File: config.mk
export PLATFORM = sky130hd
export DESIGN_NAME = char_blink_unit
export DESIGN_NICKNAME = d
export VERILOG_FILES = /design/src/rtl/cblink_pkg.sv /design/src/rtl/cblink_bus_decode.sv /design/src/rtl/cblink_attr_store.sv /design/src/rtl/cblink_phase_gen.sv /design/src/rtl/char_blink_unit.sv
export SDC_FILE = /design/constraint.sdc
export NUM_CORES = 1
export LEC_CHECK = 0
export BUFFER_PORTS_ARGS = -buffer_cell sky130_fd_sc_hd__buf_2
export CORE_ASPECT_RATIO = 0.5
export CORE_MARGIN = 3
export CORE_UTILIZATION = 35
export DETAILED_ROUTE_END_ITERATION = 8
export PLACE_DENSITY = 0.65
export SLEW_MARGIN = 20
export SYNTH_ARGS = -nofsm -noshare
export SYNTH_HDL_FRONTEND = slang
export SYNTH_SLANG_ARGS = --single-unit
File: constraint.sdc
create_clock -name clk -period 4.79 [get_ports clk]
set_input_delay 0.958 -clock clk [delete_from_list [all_inputs] [get_ports clk]]
set_output_delay 0.958 -clock clk [all_outputs]
set_load 0.05 [all_outputs]
File: src/rtl/cblink_pkg.sv
package cblink_pkg;
    typedef enum logic [1:0] {
        BUS_IDLE  = 2'd0,
        BUS_WRITE = 2'd1,
        BUS_READ  = 2'd2
    } bus_op_e;

    typedef enum logic {
        PH_SHOW  = 1'b0,
        PH_BLANK = 1'b1
    } phase_e;
endpackage

File: src/rtl/cblink_bus_decode.sv
module cblink_bus_decode
    import cblink_pkg::*;
#(
    parameter int ADDR_W = 5,
    parameter int POS_W  = 3
) (
    input  logic              attr_sel,
    input  logic              bus_wr,
    input  logic              bus_rd,
    input  logic [ADDR_W-1:0] addr,
    output bus_op_e           op,
    output logic [POS_W-1:0]  pos
);
    // Upper address bits are ignored while the attribute store is selected.
    assign pos = addr[POS_W-1:0];

    always_comb begin
        op = BUS_IDLE;
        if (attr_sel) begin
            unique case ({bus_wr, bus_rd})
                2'b10, 2'b11: op = BUS_WRITE;
                2'b01:        op = BUS_READ;
                default:      op = BUS_IDLE;
            endcase
        end
    end
endmodule

File: src/rtl/cblink_attr_store.sv
module cblink_attr_store
    import cblink_pkg::*;
#(
    parameter int NPOS   = 8,
    parameter int DATA_W = 8,
    localparam int POS_W = $clog2(NPOS)
) (
    input  logic              clk,
    input  logic              rst_n,
    input  bus_op_e           op,
    input  logic [POS_W-1:0]  pos,
    input  logic [DATA_W-1:0] wdata,
    output logic [NPOS-1:0]   attrs,
    output logic [DATA_W-1:0] rdata
);
    genvar gi;
    generate
        for (gi = 0; gi < NPOS; gi++) begin : g_bit
            always_ff @(posedge clk) begin
                if (!rst_n)
                    attrs[gi] <= 1'b0;
                else if (op == BUS_WRITE && pos == POS_W'(gi))
                    attrs[gi] <= wdata[0];
            end
        end
    endgenerate

    always_comb begin
        rdata = '0;
        if (op == BUS_READ)
            rdata[0] = attrs[pos];
    end

    assert_write_stores_R2: assert property (@(posedge clk) disable iff (!rst_n)
        (op == BUS_WRITE) |=> (attrs[$past(pos)] == $past(wdata[0])));

    assert_no_write_stable_R5: assert property (@(posedge clk) disable iff (!rst_n)
        (op != BUS_WRITE) |=> $stable(attrs));

    assert_single_bit_change_R8: assert property (@(posedge clk) disable iff (!rst_n)
        (op == BUS_WRITE) |=> ($countones(attrs ^ $past(attrs)) <= 1));
endmodule

File: src/rtl/cblink_phase_gen.sv
module cblink_phase_gen
    import cblink_pkg::*;
#(
    parameter int PERIOD = 28672,
    localparam int HALF  = PERIOD / 2,
    localparam int CNT_W = $clog2(PERIOD)
) (
    input  logic clk,
    input  logic rst_n,
    output logic phase
);
    logic [CNT_W-1:0] cnt_q;
    phase_e           state_q, state_d;

    always_ff @(posedge clk) begin
        if (!rst_n)
            cnt_q <= '0;
        else if (cnt_q == CNT_W'(PERIOD - 1))
            cnt_q <= '0;
        else
            cnt_q <= cnt_q + 1'b1;
    end

    always_comb begin
        state_d = state_q;
        unique case (state_q)
            PH_SHOW:  if (cnt_q == CNT_W'(HALF - 1))   state_d = PH_BLANK;
            PH_BLANK: if (cnt_q == CNT_W'(PERIOD - 1)) state_d = PH_SHOW;
            default:  state_d = PH_SHOW;
        endcase
    end

    always_ff @(posedge clk) begin
        if (!rst_n) state_q <= PH_SHOW;
        else        state_q <= state_d;
    end

    always_comb phase = (state_q == PH_BLANK);

    assert_cnt_range_R6: assert property (@(posedge clk) disable iff (!rst_n)
        cnt_q < CNT_W'(PERIOD));

    assert_enter_blank_R6: assert property (@(posedge clk) disable iff (!rst_n)
        (state_q == PH_SHOW && cnt_q == CNT_W'(HALF - 1)) |=> (state_q == PH_BLANK));

    assert_wrap_show_R6: assert property (@(posedge clk) disable iff (!rst_n)
        (cnt_q == CNT_W'(PERIOD - 1)) |=> (cnt_q == '0 && state_q == PH_SHOW));
endmodule

File: src/rtl/char_blink_unit.sv
module char_blink_unit
    import cblink_pkg::*;
#(
    parameter int NPOS   = 8,
    parameter int ADDR_W = 5,
    parameter int DATA_W = 8,
    parameter int PERIOD = 28672,
    localparam int POS_W = $clog2(NPOS)
) (
    input  logic              clk,
    input  logic              rst_n,
    input  logic              attr_sel,
    input  logic              bus_wr,
    input  logic              bus_rd,
    input  logic [ADDR_W-1:0] addr,
    input  logic [DATA_W-1:0] wdata,
    output logic [DATA_W-1:0] rdata,
    input  logic              blink_en,
    output logic [NPOS-1:0]   blank_mask
);
    bus_op_e          op;
    logic [POS_W-1:0] pos;
    logic [NPOS-1:0]  attrs;
    logic             phase;

    cblink_bus_decode #(.ADDR_W(ADDR_W), .POS_W(POS_W)) u_decode (
        .attr_sel(attr_sel), .bus_wr(bus_wr), .bus_rd(bus_rd),
        .addr(addr), .op(op), .pos(pos)
    );

    cblink_attr_store #(.NPOS(NPOS), .DATA_W(DATA_W)) u_store (
        .clk(clk), .rst_n(rst_n), .op(op), .pos(pos),
        .wdata(wdata), .attrs(attrs), .rdata(rdata)
    );

    cblink_phase_gen #(.PERIOD(PERIOD)) u_phase (
        .clk(clk), .rst_n(rst_n), .phase(phase)
    );

    always_comb blank_mask = (blink_en && phase) ? attrs : '0;

    assert_mask_off_when_disabled_R7: assert property (@(posedge clk) disable iff (!rst_n)
        !blink_en |-> (blank_mask == '0));

    assert_mask_within_attrs_R7: assert property (@(posedge clk) disable iff (!rst_n)
        ((blank_mask & ~attrs) == '0));

    assert_rdata_idle_R4: assert property (@(posedge clk) disable iff (!rst_n)
        !(attr_sel && bus_rd) |-> (rdata == '0));
endmodule

## Yosys cells after proc, flatten, opt, wreduce, memory -nomap -nowiden

Cells that the tools add are included.

- Logic and storage cells: 49
- Output and inout port bits: 16
- Register bits: 24

- Reduce and logical (&&, ||, !) cells: 12
- Magnitude comparators: 1
- Mux-type cells: 9
- Bitwise logic cells: 2
- Eq/ne operators: 14
- Add/subtract/negate cells: 1

Operator list:

| cell | number |
|---|---|
| $add A15 B1 Y15 const B | 1 |
| $eq A15 B14 Y1 const B | 1 |
| $eq A15 B15 Y1 const B | 1 |
| $eq A3 B3 Y1 const B | 4 |
| $logic_and A1 B1 Y1 | 9 |
| $mux W8 | 1 |
| $eq A2 B2 Y1 const B | 3 |
| $eq A3 B2 Y1 const B | 2 |
| $eq A2 B1 Y1 const B | 2 |
| $lt A3 B4 Y1 const B | 1 |
| $mux W1 | 4 |
| $pmux W2 S2 | 1 |
| $reduce_or A2 Y1 | 2 |
| $bmux W1 S3 | 1 |
| $eq A3 B1 Y1 const B | 1 |
| $logic_not A3 Y1 | 1 |
| $mux W2 | 1 |
| $not A1 Y1 | 2 |
| $pmux W1 S2 | 1 |

## Longest topological paths before layout

Gate-level depths: netlist (run 1).

- Depth in word-level cells: 6
- Depth in mapped cells: 6

## Cells and area by module

A second synthesis (run 1) with hierarchy kept.

- Cell total of the unflattened synthesis: 151
- Area, all modules: 1320.0 um^2

Modules (own cells, without submodules):

| module | cells an instance | area each (um^2) | times used |
|---|---|---|---|
| cblink_phase_gen | 75 | 711.9 | 1 |
| cblink_attr_store | 63 | 519.2 | 1 |
| char_blink_unit | 8 | 50.0 | 1 |
| cblink_bus_decode | 5 | 38.8 | 1 |

## Worst setup path before layout (run 1)

OpenSTA, ideal clock, no wires.

- Path kind: input-to-output
- From: in addr[0]
- To: out rdata[0]
- Buffers on the path: 1
- Stages on the path: 4
- Setup slack: 1.229 ns
- Arrival time: 2.603 ns
- Cell sequence: clkbuf_1 -> mux4_2 -> mux2i_1 -> nor3_1

- Longest elaborated chain between the ends: 3

Ends and longest elaborated chain:

| what | RTL line | text |
|---|---|---|
| start, declared | char_blink_unit.sv:15 | `input logic [ADDR_W-1:0] addr,` |
| $bmux W1 S3 | cblink_attr_store.sv:31 | `rdata[0] = attrs[pos];` |
| $mux W1 (implied by the code) | cblink_attr_store.sv:31 |  |
| $mux W1 | cblink_attr_store.sv:30 | `if (op == BUS_READ)` |
| end, declared | char_blink_unit.sv:17 | `output logic [DATA_W-1:0] rdata,` |

Every way passes these cells. The select of a mux whose other input is x is not followed.

## Worst setup path after layout (run 1)

Ends and elaborated chain as after synthesis.

==> results_dict.tcl, run 1 <==
set metrics [dict create \
    nFillCells 332 \
    slew_viol_final 0 \
    whs_path_depth 1 \
    setup_tns_ns 0 \
    gp_congestion 0.735 \
    crit_type "input pin to primary output" \
    synth.top_cell.area_share 0.386 \
    synth_edf_count 0 \
    io_buffers 18 \
    synthArstFlopShare 0 \
    peakVddDrop_uv 96.4 \
    ctsHoldBuffers 0 \
    grtUsageTotal 0.111 \
    wl_per_cell_um 10.8 \
    grt_max_degree 14 \
    setup_viol 0 \
    dr_total_vias 981 \
    grt_setup_unrepaired "no" \
    period_minus_slack_ns 3.00 \
    postCtsSetupBuffers 0 \
    met1_usage 0.126 \
    grt_pass1_vias 831 \
    cts_resized 0 \
    synth.avg_cell_area_um2 8.64 \
    die_w_um 90.3 \
    grt_first_pass_wirelength_um 3770 \
    numCtsBuffers 3 \
    antenna_found_initial 0 \
    fp.dieArea_um2 4350 \
    start_util 0.390 \
    ys_seq_area_frac 0.386 \
    timing.critical_path.mode_cell "buf_2" \
    synth.largest_area_cell "dfxtp_1" \
    outcome "complete, no violations" \
    hold_class "register to register" \
    cts.reportedPaths.clkPinSlew_ns 0.08 \
    cp.arrival_ns 2.05 \
    synth_cell_type_count 31 \
    cp_slowest_stage_delay_ns 0.51 \
    synthFlopType "dfxtp_1" \
    grt.met2_usage 0.198 \
    fin_ws_ns 1.79 \
    pre_cts_ws_ns 1.77 \
    ys_top_cells_by_area "dfxtp_1 39%, nor2_1 5.4%, buf_4 4.8%, nand2_1 4.2%, xor2_1 4.2%" \
    clock.fmax_ghz 0.333 \
    grtUsageMet3 0.0431 \
    cts_root_buffer "clkbuf_8" \
    end_kind "primary output" \
    crit_path_start_kind "input pin" \
    maxCapViolations 0 \
    finalClockSkew_ns 0.00265 \
    crit_fanout 7 \
    clkSinkCount 24 \
    ys_ff_latch 24 \
    critPathSlowestCell "mux4_2" \
    cp_data_required_time_ns 3.83 \
    fin_nets 182 \
    die_y_um 48.2 \
    drt_pass1_iterations 3 \
    overflow 0 \
    hold_violations 0 \
    rows 14 \
    drc_errors 0 \
    final_antenna_net_count 0 \
    p_leak_nw 0.560 \
    drtIter0Drc 25 \
    yosys_warnings 0 \
    hpwl_um 1680 \
    io_pins 35 \
    clock_path_buffers 2 \
    final_layout_size_suffix_gt1_frac 0.174 \
    drt-total-wl_um 2260 \
    syn_area_um2 1240 \
    path_cells "buf_2 -> mux4_2 -> mux2i_1 -> nor3_1 -> buf_2" \
    ff2ff_path_depth 5 \
    cts_htree_levels 1 \
    synthesis.instances 144 \
    hold_ws_ns 0.476 \
    grt-busiest-layer "met2" \
    tritoncts "yes" \
    power_density_nw_per_um2 270 \
    via_per_inst 4.69 \
    final.period_utilization 0.627 \
    areaGrowthSynthToFinish_pct 12.6 \
    worstSkewPairLatency_ns 0.27 \
    diodes 0 \
    coreArea_um2 3190 \
]
-- synthesized netlist by cell type, drive strengths merged, types with 3 or more instances --
cell type / number
dfxtp: 24
buf: 8
a21boi: 6
mux2i: 5
inv: 5
nor2: 19
and3: 8
nor2b: 3
nand3: 5
o21ai: 8
nand4: 3
xor2: 6
nor3: 6
clkbuf: 3
nand2: 14
xnor2: 4
-- cell type report --
type	count	area, um^2	share of cell area
clock buffer	4	55.1	0.0393
multi-input combinational	110	696	0.497
tap	48	60.1	0.0429
sequential	24	480	0.343
timing repair buffer	18	90.1	0.0643
inverter	5	18.8	0.0134
-- metrics by stage --
stage | std cells | util | power (mW) | instance area (um^2)
detailed placement | 205 | 0.422 | 0.244 | 1350
global placement | 205 | 0.422 | 0.243 | 1350
floorplan | 150 | - | 0.240 | 1270
global route | 209 | 0.439 | 0.396 | 1400
CTS | 209 | 0.439 | 0.384 | 1400
finish | 209 | 0.439 | 0.377 | 1400
-- path summary, 6_finish.rpt --
kind / from / endpoint / slack [ns]
worst min register to register: u_phase.cnt_q[0] / u_phase.cnt_q[0] / 0.48
worst min-delay path: u_phase.cnt_q[0] / u_phase.cnt_q[0] / 0.48
worst max-delay path: addr[0] / rdata[0] / 1.79
worst max register to register: u_phase.cnt_q[0] / u_phase.phase / 2.89
-- state kept, by name (all words and copies together) (netlist names) --
signal         flops
u_store.attrs      8
u_phase.cnt_q     15
u_phase.phase      1
-- routing by layer --
layer  part of all wire  wire length [um]  up-vias
met3              0.070               158        4
li1                   -                 -      512
met2               0.42               952       28
met1               0.49              1110      437
met5                  0                 0        -
met4              0.019                42        0
-- cell usage in the layout, fill, tap and decap left out --
cell      netlist  final
mux2i_1         5      5
nor3b_1         2      2
a41o_1          1      1
or3b_1          1      1
xnor2_1         4      4
nor2_1         18     18
and4_1          1      1
buf_2           0     18
a21oi_1         2      2
nor3_1          5      5
and3_1          8      8
nand2_1        14     14
ha_1            1      1
nand4_4         1      1
xor2_1          6      6
o21ai_0         8      8
conb_1          1      7
clkbuf_8        0      4
dfxtp_1        24     24
nor3_2          1      1
inv_1           5      5
nor2_2          1      1
nand3b_1        2      2
nor2b_1         3      3
nand3_1         5      5
or4b_4          1      1
mux4_2          2      2
nand2b_1        2      2
or3_1           1      1
a21boi_0        6      6
nand4_1         2      2
-- critical path, delay by kind of cell --
| kind | cells | cell delay (ns) |
|---|---|---|
| buffers and inverters | 2 | 0.37 |
| multiplexers | 2 | 0.65 |
| AND/OR/NAND/NOR | 1 | 0.06 |
-- cells by family after synthesis --
| family | synth area share |
|---|---|
| buffers and inverters | 0.0724 |
| multiplexers | 0.0765 |
| flip-flops | 0.386 |
| other | 0.00302 |
| XOR/XNOR | 0.0704 |
| AO/OA/AOI/OAI | 0.0845 |
| AND/OR/NAND/NOR | 0.297 |
| adder cells (fa/ha/maj) | 0.0101 |
-- report_power, final --
part	total (mW)	switching [mW]	internal, mW
clock	0.138	0.0649	0.0735
sequential	0.205	0.00251	0.202
combinational	0.0341	0.0250	0.00915
total	0.377	0.0924	0.285
No activity file was read; power rests on OpenSTA's default activity.
==> inputs of run 2 (changes only) <==
Settings changed: PLACE_DENSITY 0.65 to 0.68.
Clock period 4.79 ns to 2.6 ns, I/O delays scaled along.
==> run 2 against run 1 <==
Against the previous run: final cell count fell by 0.48%; worst setup slack got worse by 1.3 ns; clock-buffer cell count fell by 1; total power rose by 74%; routed wire length fell by 2.8%; sequential power rose by 84%; global-route usage fell by 0.22 points; core utilization fell by 0.27 points; non-clock buffer count did not move; sequential share of layout area rose by 0.22 points; clock power rose by 58%; highest routed layer unchanged.
==> results_dict.tcl, run 2 (same netlist as run 1, synthesis figures left out) <==
set metrics [dict create \
    outcome "complete, no violations" \
    numCtsBuffers 3 \
    gp_congestion 0.795 \
    largest-register "u_phase.cnt_q" \
    cp_slowest_stage_delay_ns 0.51 \
    areaGrowthSynthToFinish_pct 11.9 \
    period_minus_slack_ns 2.16 \
    wl_per_cell_um 10.6 \
    overflow 0 \
    final.period_utilization 0.830 \
    dr_total_vias 1012 \
    clock_path_buffers 2 \
    final_common_cell "dfxtp_1" \
    final_antenna_net_count 0 \
    die_w_um 90.3 \
    via_per_inst 4.87 \
    pre_cts_ws_ns 0.426 \
    timing.critical_path.mode_cell "buf_2" \
    postCtsSetupBuffers 0 \
    ctsHoldBuffers 0 \
    maxCapViolations 0 \
    grtUsageTotal 0.108 \
    grt.met2_usage 0.204 \
    swShare 0.250 \
    fin_ws_ns 0.441 \
    clkPwrFrac 0.331 \
    fin_cells 208 \
    p_switching_mw 0.164 \
    peakVddDrop_uv 160 \
    slew_viol_final 0 \
    crit_type "input pin to primary output" \
    fin_nets 182 \
    cts_root_buffer "clkbuf_8" \
    drtIter0Drc 47 \
    power_density_nw_per_um2 473 \
    grt_max_degree 14 \
    worstSkewPairLatency_ns 0.27 \
    hold_violations 0 \
    grt_first_pass_wirelength_um 3710 \
    coreArea_um2 3190 \
    cts_htree_levels 1 \
    largest_reg_flops 15 \
    seq_power_share 0.573 \
    drc_errors 0 \
    dp_cells 205 \
    crit_fanout 7 \
    cp.arrival_ns 1.64 \
    p_int_mw 0.493 \
    clkSinkCount 24 \
    drt_pass1_iterations 4 \
    p_leak_nw 0.553 \
    critPathSlowestCell "mux4_2" \
    antenna_found_initial 0 \
    die_y_um 48.2 \
    fp.dieArea_um2 4350 \
    setup_tns_ns 0 \
    drt-total-wl_um 2200 \
    hpwl_um 1640 \
    grt_setup_unrepaired "no" \
    start_util 0.390 \
    io_pins 35 \
    hold_class "register to register" \
    rows 14 \
    final_layout_size_suffix_gt1_frac 0.175 \
    grt-busiest-layer "met2" \
    grt_pass1_vias 851 \
    io_buffers 18 \
    final_cell_mix "24 x dfxtp_1, 18 x nor2_1, 18 x buf_2, 14 x nand2_1" \
    path_cells "buf_2 -> mux4_2 -> mux2i_1 -> nor3_2 -> buf_2" \
    tritoncts "yes" \
    cp_data_required_time_ns 2.08 \
    finalClockSkew_ns 0.00713 \
    cts_resized 0 \
    end_kind "primary output" \
    crit_path_start_kind "input pin" \
    met1_usage 0.118 \
    diodes 0 \
    cts.reportedPaths.clkPinSlew_ns 0.08 \
    grtUsageMet3 0.0354 \
    p_comb_frac 0.096 \
    clock.fmax_ghz 0.463 \
    setup_viol 0 \
]
==> run 2: changes by cell type in the layout (fill, tap and decap cells not counted), sizes merged <==
| cell | before | now |
|---|---|---|
| clkbuf | 4 | 3 |
==> run 2: power by group through the flow <==
stage	Clock [mW]	Sequential (mW)	Combinational, mW
final	0.218	0.377	0.0629
after global routing	0.242	0.378	0.0691
after CTS	0.228	0.377	0.0637
after detailed placement	0	0.386	0.0633
after global placement	0	0.385	0.0626
after floorplan	0	0.385	0.0577
==> run 2: through the flow <==
| stage | util | total power [mW] | hold WS (ns) | instance area (um^2) |
|---|---|---|---|---|
| final | 0.436 | 0.658 | 0.467 | 1390 |
| after global routing | 0.436 | 0.690 | 0.491 | 1390 |
| after CTS | 0.436 | 0.669 | 0.474 | 1390 |
| after detailed placement | 0.423 | 0.449 | 0.456 | 1350 |
| after global placement | 0.423 | 0.448 | 0.442 | 1350 |
| after floorplan | - | 0.442 | 0.426 | 1270 |
==> run 2: cell type report <==
| cell class | instances | area [um^2] |
|---|---|---|
| clock buffers | 3 | 41.3 |
| fillers | 327 | 1800 |
| inverters | 5 | 18.8 |
| multi-input cells | 110 | 701 |
| flip-flops and latches | 24 | 480 |
| well taps | 48 | 60.1 |
| repair buffers | 18 | 90.1 |
==> run 2: worst paths after layout <==
| kind | slack, ns | startpoint | cells after the start | endpoint |
|---|---|---|---|---|
| worst min-delay path | 0.47 | u_phase.cnt_q[0] | 1 | u_phase.cnt_q[0] |
| worst min register to register | 0.47 | u_phase.cnt_q[0] | 1 | u_phase.cnt_q[0] |
| worst max register to register | 0.76 | u_phase.cnt_q[0] | 5 | u_phase.phase |
| worst max-delay path | 0.44 | addr[0] | 5 | rdata[0] |
==> run 2: routing by layer <==
layer,up-vias,part of all wire
met5,-,0
met2,32,0.45
met4,0,0.0086
met1,467,0.48
li1,511,-
met3,2,0.062
==> run 2: worst max-delay path, delay by kind of cell <==
kind | cells | cell delay, ns
mux | 2 | 0.69
buf+inv | 2 | 0.37
simple gates | 1 | 0.06
==> inputs of run 3 (changes only) <==
Settings changed: PLACE_DENSITY 0.68 to 0.65.
Clock period 2.6 ns to 2.1 ns, I/O delays scaled along.
==> run 3 against run 2 <==
Against the previous run: die area stayed put; clock-buffer cell count unchanged; clock skew hardly changed; routed wire length is 2.4% higher; global-route usage grew 0.16 points; flip-flop and latch count unchanged; sequential power is 24% higher; via count decreased by 2.6%; core utilization increased by 1.6 points.
==> results_dict.tcl, run 3 (same netlist as run 1, synthesis figures left out) <==
set metrics [dict create \
    final.period_utilization 0.943 \
    path_cells "buf_2 -> mux4_2 -> mux2i_1 -> nor3_2 -> buf_2" \
    power_density_nw_per_um2 658 \
    hpwl_um 1770 \
    route.met2.wl_um 1030 \
    clkPwrFrac 0.424 \
    overflow 0 \
    coreArea_um2 3190 \
    via_per_inst 4.65 \
    largest-register "u_phase.cnt_q" \
    drt_pass1_iterations 3 \
    finalClockSkew_ns 0.00698 \
    grt_max_degree 15 \
    p_leak_nw 0.581 \
    cts_htree_levels 1 \
    setup_viol 0 \
    final_antenna_net_count 0 \
    io_buffers 18 \
    maxCapViolations 0 \
    cts_resized 0 \
    hold_violations 0 \
    clkSinkCount 24 \
    p_switching_mw 0.210 \
    period_minus_slack_ns 1.98 \
    outcome "complete, no violations" \
    io_pins 35 \
    gp_congestion 0.783 \
    start_util 0.390 \
    drc_errors 0 \
    wl_met1_um 1070 \
    slew_viol_final 0 \
    wl_met3_um 137 \
    fin_ws_ns 0.120 \
    grtUsageTotal 0.110 \
    areaGrowthSynthToFinish_pct 16.1 \
    ctsHoldBuffers 0 \
    drtIter0Drc 29 \
    fin_nets 185 \
    rows 14 \
    p_int_mw 0.740 \
    cp_data_required_time_ns 1.68 \
    crit_path_start_kind "input pin" \
    end_kind "primary output" \
    pre_cts_ws_ns 0.109 \
    worstSkewPairLatency_ns 0.27 \
    swShare 0.221 \
    die_w_um 90.3 \
    grt_first_pass_wirelength_um 3850 \
    fp.dieArea_um2 4350 \
    cp_slowest_stage_delay_ns 0.51 \
    hold_ws_ns 0.465 \
    cts.reportedPaths.clkPinSlew_ns 0.08 \
    final_layout_size_suffix_gt1_frac 0.195 \
    grt_pass1_vias 886 \
    final_common_cell "dfxtp_1" \
    crit_type "input pin to primary output" \
    grt_setup_unrepaired "no" \
    setup_tns_ns 0 \
    clock_path_buffers 2 \
    timing.critical_path.mode_cell "buf_2" \
    final_cell_mix "24 x dfxtp_1, 18 x nor2_1, 18 x buf_2, 14 x nand2_1" \
    cts_root_buffer "clkbuf_8" \
    clock.fmax_ghz 0.505 \
    antenna_found_initial 0 \
    peakVddDrop_uv 363 \
    crit_fanout 7 \
    largest_reg_flops 15 \
    final_util 0.453 \
    cp.arrival_ns 1.56 \
    drt-total-wl_um 2250 \
    numCtsBuffers 3 \
    postCtsSetupBuffers 0 \
    dr_total_vias 986 \
    tritoncts "yes" \
    seq_power_share 0.492 \
    p_comb_frac 0.084 \
    wl_per_cell_um 10.6 \
    routed.top_layer "met4" \
    diodes 0 \
    die_y_um 48.2 \
    critPathSlowestCell "mux4_2" \
    hold_class "register to register" \
]
[run 3: cell types whose count changed in the layout (fill, tap and decap cells not counted), sizes merged]
cell    previous run  this run
buf               18        21
bufinv             0         1
[run 3: metal layers]
layer	track usage	vias to the layer above
li1	-	517
met1	0.123	441
met2	0.213	26
met3	0.0431	2
met4	0.0182	0
met5	0	-
[run 3: path summary, 6_finish.rpt]
path | from | end | slack, ns | cells after the start
max reg2reg | u_phase.cnt_q[0] | u_phase.phase | 0.58 | 6
min reg2reg | u_phase.cnt_q[0] | u_phase.cnt_q[0] | 0.46 | 1
min | u_phase.cnt_q[0] | u_phase.cnt_q[0] | 0.46 | 1
max | addr[0] | rdata[0] | 0.12 | 5
[run 3: area by class of cell]
class / instances / area [um^2]
Clock buffer: 3 / 41.3
Clock inverter: 1 / 30.0
Fill cell: 327 / 1740
Inverter: 5 / 18.8
Multi-Input combinational cell: 110 / 701
Sequential cell: 24 / 480
Tap cell: 48 / 60.1
Timing Repair Buffer: 21 / 113
[run 3: through the flow]
stage / total power, mW / area, um^2 / std cells
6_report: 0.950 / 1440 / 212
5_1_grt: 0.989 / 1440 / 212
4_1_cts: 0.963 / 1440 / 212
3_5_place_dp: 0.558 / 1370 / 208
3_3_place_gp: 0.558 / 1370 / 208
2_1_floorplan: 0.548 / 1270 / 150
[run 3: worst max-delay path, delay by kind of cell]
kind | cells | cell delay [ns]
buffers and inverters | 2 | 0.37
muxes | 2 | 0.70
and+or+nand+nor | 1 | 0.06
[run 3: power by group through the flow]
| stage | clock network [mW] | logic, mW | registers, mW |
|---|---|---|---|
| final | 0.403 | 0.0802 | 0.467 |
| after global routing | 0.432 | 0.0885 | 0.468 |
| after CTS | 0.415 | 0.0808 | 0.467 |
| after detailed placement | 0 | 0.0806 | 0.478 |
| after global placement | 0 | 0.0801 | 0.477 |
| after floorplan | 0 | 0.0714 | 0.476 |
